$ cat src/rtl/iack_pkg.sv
package iack_pkg;

    typedef enum logic [2:0] {
        ST_IDLE,
        ST_WAIT_BOUNDARY,
        ST_STACK,
        ST_IACK_DRIVE,
        ST_IACK_WAIT,
        ST_DONE
    } iack_state_e;

    typedef enum logic [1:0] {
        TERM_NONE   = 2'b00,
        TERM_VECTOR = 2'b01,
        TERM_AUTO   = 2'b10,
        TERM_BUSERR = 2'b11
    } iack_term_e;

    localparam int FC_W = 3;
    localparam logic [FC_W-1:0] FC_CPU_SPACE = 3'b111;

endpackage

$ cat src/rtl/iack_stack_timer.sv
module iack_stack_timer #(
    parameter int STACK_CYCLES = 4
) (
    input  logic clk,
    input  logic rst_n,
    input  logic start,
    input  logic run,
    output logic last
);
    localparam int CNT_W = (STACK_CYCLES < 2) ? 1 : $clog2(STACK_CYCLES);
    localparam logic [CNT_W-1:0] LAST_CNT = CNT_W'(STACK_CYCLES - 1);

    logic [CNT_W-1:0] cnt_q;

    always_ff @(posedge clk) begin
        if (!rst_n) begin
            cnt_q <= '0;
        end else if (start) begin
            cnt_q <= '0;
        end else if (run && !last) begin
            cnt_q <= cnt_q + 1'b1;
        end
    end

    assign last = run && (cnt_q == LAST_CNT);

endmodule

$ cat src/rtl/iack_addr_gen.sv
module iack_addr_gen #(
    parameter int ADDR_W = 24,
    parameter int LVL_W  = 3
) (
    input  logic [LVL_W-1:0]  level,
    output logic [ADDR_W-1:0] ack_addr
);
    localparam int HI_W = ADDR_W - LVL_W - 1;

    generate
        if (HI_W > 0) begin : g_hi
            assign ack_addr = {{HI_W{1'b1}}, level, 1'b1};
        end else begin : g_nohi
            assign ack_addr = ADDR_W'({level, 1'b1});
        end
    endgenerate

endmodule

$ cat src/rtl/iack_term_map.sv
module iack_term_map
    import iack_pkg::*;
#(
    parameter int LVL_W        = 3,
    parameter int VEC_W        = 8,
    parameter int AUTOVEC_BASE = 24,
    parameter int SPURIOUS_VEC = 24
) (
    input  logic [LVL_W-1:0] level,
    input  logic             resp_vec_valid,
    input  logic [VEC_W-1:0] resp_vec,
    input  logic             resp_autovec,
    input  logic             resp_buserr,
    output logic             term_hit,
    output iack_term_e       term_kind,
    output logic [VEC_W-1:0] term_vector
);
    localparam logic [VEC_W-1:0] AUTO_BASE_V = VEC_W'(AUTOVEC_BASE);
    localparam logic [VEC_W-1:0] SPUR_V      = VEC_W'(SPURIOUS_VEC);

    assign term_hit = resp_buserr | resp_autovec | resp_vec_valid;

    always_comb begin
        term_kind   = TERM_NONE;
        term_vector = '0;
        if (resp_buserr) begin
            term_kind   = TERM_BUSERR;
            term_vector = SPUR_V;
        end else if (resp_autovec) begin
            term_kind   = TERM_AUTO;
            term_vector = AUTO_BASE_V + VEC_W'(level);
        end else if (resp_vec_valid) begin
            term_kind   = TERM_VECTOR;
            term_vector = resp_vec;
        end
    end

endmodule

$ cat src/rtl/iack_sequencer.sv
module iack_sequencer
    import iack_pkg::*;
#(
    parameter int ADDR_W       = 24,
    parameter int LVL_W        = 3,
    parameter int VEC_W        = 8,
    parameter int STACK_CYCLES = 4,
    parameter int AUTOVEC_BASE = 24,
    parameter int SPURIOUS_VEC = 24
) (
    input  logic              clk,
    input  logic              rst_n,
    input  logic [LVL_W-1:0]  pend_level,
    input  logic              boundary,
    input  logic              resp_vec_valid,
    input  logic [VEC_W-1:0]  resp_vec,
    input  logic              resp_autovec,
    input  logic              resp_buserr,
    output logic              stack_req,
    output logic              sr_enter_super,
    output logic              bus_cycle,
    output logic [2:0]        fc,
    output logic [ADDR_W-1:0] addr,
    output logic              done,
    output logic [VEC_W-1:0]  done_vector,
    output logic [1:0]        done_kind
);
    iack_state_e      state_q, state_d;
    logic [LVL_W-1:0] level_q;
    iack_term_e       kind_q;
    logic [VEC_W-1:0] vec_q;

    logic              stack_last;
    logic [ADDR_W-1:0] ack_addr;
    logic              term_hit;
    iack_term_e        term_kind;
    logic [VEC_W-1:0]  term_vector;

    wire start_pend = (state_q == ST_IDLE) && (pend_level != '0);
    wire start_stk  = (state_q == ST_WAIT_BOUNDARY) && boundary;
    wire take_term  = (state_q == ST_IACK_WAIT) && term_hit;

    iack_stack_timer #(.STACK_CYCLES(STACK_CYCLES)) u_timer (
        .clk   (clk),
        .rst_n (rst_n),
        .start (start_stk),
        .run   (state_q == ST_STACK),
        .last  (stack_last)
    );

    iack_addr_gen #(.ADDR_W(ADDR_W), .LVL_W(LVL_W)) u_addr (
        .level    (level_q),
        .ack_addr (ack_addr)
    );

    iack_term_map #(
        .LVL_W(LVL_W), .VEC_W(VEC_W),
        .AUTOVEC_BASE(AUTOVEC_BASE), .SPURIOUS_VEC(SPURIOUS_VEC)
    ) u_map (
        .level          (level_q),
        .resp_vec_valid (resp_vec_valid),
        .resp_vec       (resp_vec),
        .resp_autovec   (resp_autovec),
        .resp_buserr    (resp_buserr),
        .term_hit       (term_hit),
        .term_kind      (term_kind),
        .term_vector    (term_vector)
    );

    // State register
    always_ff @(posedge clk) begin
        if (!rst_n) begin
            state_q <= ST_IDLE;
        end else begin
            state_q <= state_d;
        end
    end

    // Captured level and termination result
    always_ff @(posedge clk) begin
        if (!rst_n) begin
            level_q <= '0;
            kind_q  <= TERM_NONE;
            vec_q   <= '0;
        end else begin
            if (start_pend) begin
                level_q <= pend_level;
            end
            if (take_term) begin
                kind_q <= term_kind;
                vec_q  <= term_vector;
            end
        end
    end

    // Next state
    always_comb begin
        state_d = state_q;
        unique case (state_q)
            ST_IDLE:          if (start_pend) state_d = ST_WAIT_BOUNDARY;
            ST_WAIT_BOUNDARY: if (start_stk)  state_d = ST_STACK;
            ST_STACK:         if (stack_last) state_d = ST_IACK_DRIVE;
            ST_IACK_DRIVE:    state_d = ST_IACK_WAIT;
            ST_IACK_WAIT:     if (take_term)  state_d = ST_DONE;
            ST_DONE:          state_d = ST_IDLE;
            default:          state_d = ST_IDLE;
        endcase
    end

    // Outputs
    always_comb begin
        stack_req      = 1'b0;
        sr_enter_super = 1'b0;
        bus_cycle      = 1'b0;
        fc             = '0;
        addr           = '0;
        done           = 1'b0;
        done_vector    = '0;
        done_kind      = TERM_NONE;
        unique case (state_q)
            ST_IDLE, ST_WAIT_BOUNDARY: ;
            ST_STACK: begin
                stack_req      = 1'b1;
                sr_enter_super = stack_last;
            end
            ST_IACK_DRIVE, ST_IACK_WAIT: begin
                bus_cycle = 1'b1;
                fc        = FC_CPU_SPACE;
                addr      = ack_addr;
            end
            ST_DONE: begin
                done        = 1'b1;
                done_vector = vec_q;
                done_kind   = kind_q;
            end
            default: ;
        endcase
    end

endmodule

$ cat config.mk
export PLATFORM = sky130hd
export DESIGN_NAME = iack_sequencer
export DESIGN_NICKNAME = d
export VERILOG_FILES = /design/src/rtl/iack_pkg.sv /design/src/rtl/iack_stack_timer.sv /design/src/rtl/iack_addr_gen.sv /design/src/rtl/iack_term_map.sv /design/src/rtl/iack_sequencer.sv
export SDC_FILE = /design/constraint.sdc
export NUM_CORES = 1
export LEC_CHECK = 0
export BUFFER_PORTS_ARGS = -buffer_cell sky130_fd_sc_hd__buf_2
export CORE_MARGIN = 2
export CORE_UTILIZATION = 40
export DETAILED_ROUTE_END_ITERATION = 16
export GPL_TIMING_DRIVEN = 0
export MAX_ROUTING_LAYER = met4
export PLACE_DENSITY = 0.68
export SLEW_MARGIN = 40
export SYNTH_ARGS = -nofsm -noshare
export SYNTH_HDL_FRONTEND = slang
export SYNTH_HIERARCHICAL = 1
export SYNTH_SLANG_ARGS = --single-unit
$ cat constraint.sdc
create_clock -name clk -period 2.5 [get_ports clk]
set_input_delay 0.125 -clock clk [delete_from_list [all_inputs] [get_ports clk]]
set_output_delay 0.125 -clock clk [all_outputs]
set_load 0.01 [all_outputs]
==> results.sh <==
export IMPL_nNetsFinal=280
export IMPL_clkSinkCount=18
export IMPL_start_util_pct=42.1
export IMPL_post_cts_resized=0
export IMPL_critPathMaxStageDelay_ps=510
export IMPL_wire_per_inst_um=8.45
export IMPL_p_per_area_nw_per_um2=580
export IMPL_crit_arrival_ps=1830
export IMPL_slowest_stage="or3b_2"
export IMPL_synth_async_sr_flop_share_pct=0
export IMPL_seq_area_frac_synth_pct=25.3
export IMPL_synth_top_area_share_pct=25.3
export IMPL_yosysTopAreaCell="dfxtp_1"
export IMPL_synthSimpleGateAreaFrac_pct=37.9
export IMPL_drt_iter0_markers=14
export IMPL_postCtsSetupRepairBufs=0
export IMPL_synth_area_top_cells="dfxtp_1 25%, and2_1 16%, buf_4 15%"
export IMPL_finalHoldViolCount=0
export IMPL_ys_warn_count=6
export IMPL_rsz0062_at_grt="false"
export IMPL_path_buf_inv=2
export IMPL_synthMuxAreaShare_pct=0.702
export IMPL_met2_usage_pct=23.3
export IMPL_cts_buffers=3
export IMPL_crit_fanout=13
export IMPL_synthToLayoutAreaGrowth_pct=31.5
export IMPL_core_um2=3390
export IMPL_cts_clk_slew_worst_paths_ps=110
export IMPL_antenna_found_initial=0
export IMPL_overflow=0
export IMPL_die_w_um=63.7
export IMPL_grt_usage_pct=14.2
export IMPL_synth_xor_area_share_pct=1.23
export IMPL_htree_levels=1
export IMPL_cp_common_cell="buf_2"
export IMPL_drv_slew=0
export IMPL_synth_ff_type="dfxtp_1"
export IMPL_grt_max_degree=14
export IMPL_synth_edff_count=0
export IMPL_grtUsageMet1_pct=17.8
export IMPL_totalWireLength_mm=2.59
export IMPL_drv_cap=0
export IMPL_gp_congestion=0.762
export IMPL_dieArea_um2=4060
export IMPL_syn_inst=181
export IMPL_cp_start_kind="register"
export IMPL_grt_util_met3_pct=1.25
export IMPL_timing_final_crit_period_ps=1950
export IMPL_syn_area_um2=1430
export IMPL_die_h_um=63.7
export IMPL_hold_class="input port to register"
export IMPL_io_buffers=56
export IMPL_avgViaCountPerCell=4.15
export IMPL_crit_type="register to primary output"
export IMPL_postCtsHoldBufs=0
export IMPL_postRouteAntennaNets=0
export IMPL_tns_ps=0
export IMPL_peakVddDrop_mv=0.350
export IMPL_clk_insertion_delay_late_ps=290
export IMPL_ctsLongestPathBuffers=2
export IMPL_drive_above_1_share_pct=41.0
export IMPL_synth_avg_cell_area_um2=7.88
export IMPL_synth_top_family_by_area="simple AND/OR/NAND/NOR gates"
export IMPL_p_total_uw=1090
export IMPL_diodes=0
export IMPL_synthAdderAreaFrac_pct=0.877
export IMPL_dpl_hpwl_mm=2.04
export IMPL_end_kind="primary output"
export IMPL_ys_ff_latch=18
export IMPL_fmax_mhz=513
export IMPL_num_vias=1273
export IMPL_grt_pass1_vias=1160
export IMPL_p_leak_uw=0.000966
export IMPL_root_buffer="clkbuf_4"
export IMPL_finalSetupViolCount=0
export IMPL_first_pass_iters=4
export IMPL_route_detailed_drc=0
export IMPL_period_share_pct=78.0
export IMPL_final_util_pct=55.3
export IMPL_grt_pass1_wl_mm=4.60
export IMPL_io_pins=58
export IMPL_finClkSkew_ps=3.61
export IMPL_path_delay_family="simple AND/OR/NAND/NOR gates"
export IMPL_status="completed"
export IMPL_synth_compound_area_share_pct=14.4
export IMPL_rows=21
export IMPL_ys_types=43
export IMPL_cts_tree="done"
export IMPL_top_usage_layer="met2"
export IMPL_cp_data_required_time_ps=2380
export IMPL_crit_chain="or3b_2, o21ai_2, buf_2, and2_1, buf_2"
-- final timing paths --
check / start / end / slack, ps / cells after the start
hold reg to reg: kind_q[1]$_SDFFE_PN0P_ / kind_q[1]$_SDFFE_PN0P_ / 460 / 2
setup reg to reg: state_q[1]$_SDFFE_PN0P_ / state_q[1]$_SDFFE_PN0P_ / 600 / 7
setup / recovery: state_q[0]$_SDFFE_PN0P_ / addr[15] / 550 / 5
hold / removal: rst_n / vec_q[6]$_SDFFE_PN0P_ / 140 / 2
-- through the flow --
stage | instance area (µm²) | std cells | hold WS (ps) | setup WS (ps)
global route | 1880 | 307 | 143 | 317
detailed placement | 1840 | 303 | 452 | 630
finish | 1880 | 307 | 145 | 549
global placement | 1840 | 303 | 442 | 623
floorplan | 1500 | 201 | 279 | 540
CTS | 1880 | 307 | 141 | 532
-- cell usage in the layout (no fill, tap or decap), drive strengths merged, types with 2 or more instances in the layout --
master  count
nor3        2
conb       21
and2       37
or3b        3
nand2      28
clkbuf      7
nor2        4
nand3b      3
a22oi       3
buf        89
o21ai       5
a21oi       4
a21boi     11
nor2b       4
and3        4
xnor2       2
dfxtp      18
o21a        2
inv         2
-- registers in the layout (all words and copies together) (netlist names) --
name	flops
kind_q	2
u_timer/cnt_q	2
vec_q	8
state_q	3
level_q	3
-- cell usage after synthesis (2+ instances only) --
library cell	instances
and2_1	36
inv_1	2
nor2b_1	3
buf_2	3
nand2_1	28
buf_6	2
xnor2_1	2
dfxtp_1	18
a22oi_1	3
or3b_1	2
clkbuf_1	2
nand3b_1	3
buf_4	28
and3_2	3
nor2_1	3
o21a_1	2
a21boi_0	10
a21oi_1	3
o21ai_0	4
-- per-layer routing --
metal / wire length (µm) / part of all wire (%)
met5: 0 / 0
met4: 21 / 0.81
met3: 128 / 4.9
met2: 1150 / 44
met1: 1300 / 50
-- power breakdown --
group | switching [µW] | total, µW | leakage, µW | internal, µW
clock network | 92.0 | 181 | 0.0000210 | 88.7
logic | 261 | 544 | 0.000799 | 284
registers | 31.2 | 362 | 0.000146 | 331
total | 384 | 1090 | 0.000966 | 704
-- layout make-up --
cell class	count	area, µm²
inverters	2	7.51
flip-flops and latches	18	360
fillers	360	1510
plain buffers	36	269
repair buffers	56	280
clock buffers	4	36.3
well taps	46	57.6
multi-input cells	145	865
-- kinds of logic (layout without fill, tap and decap cells) --
family / count (synthesis) / after routing
flops: 18 / 18
xor+xnor: 2 / 2
fa+ha+maj: 1 / 1
buf+inv: 38 / 98
simple gates: 92 / 92
mux: 1 / 1
compound gates: 28 / 28
other cells: 1 / 21
Power figures use the tool's default switching activity.
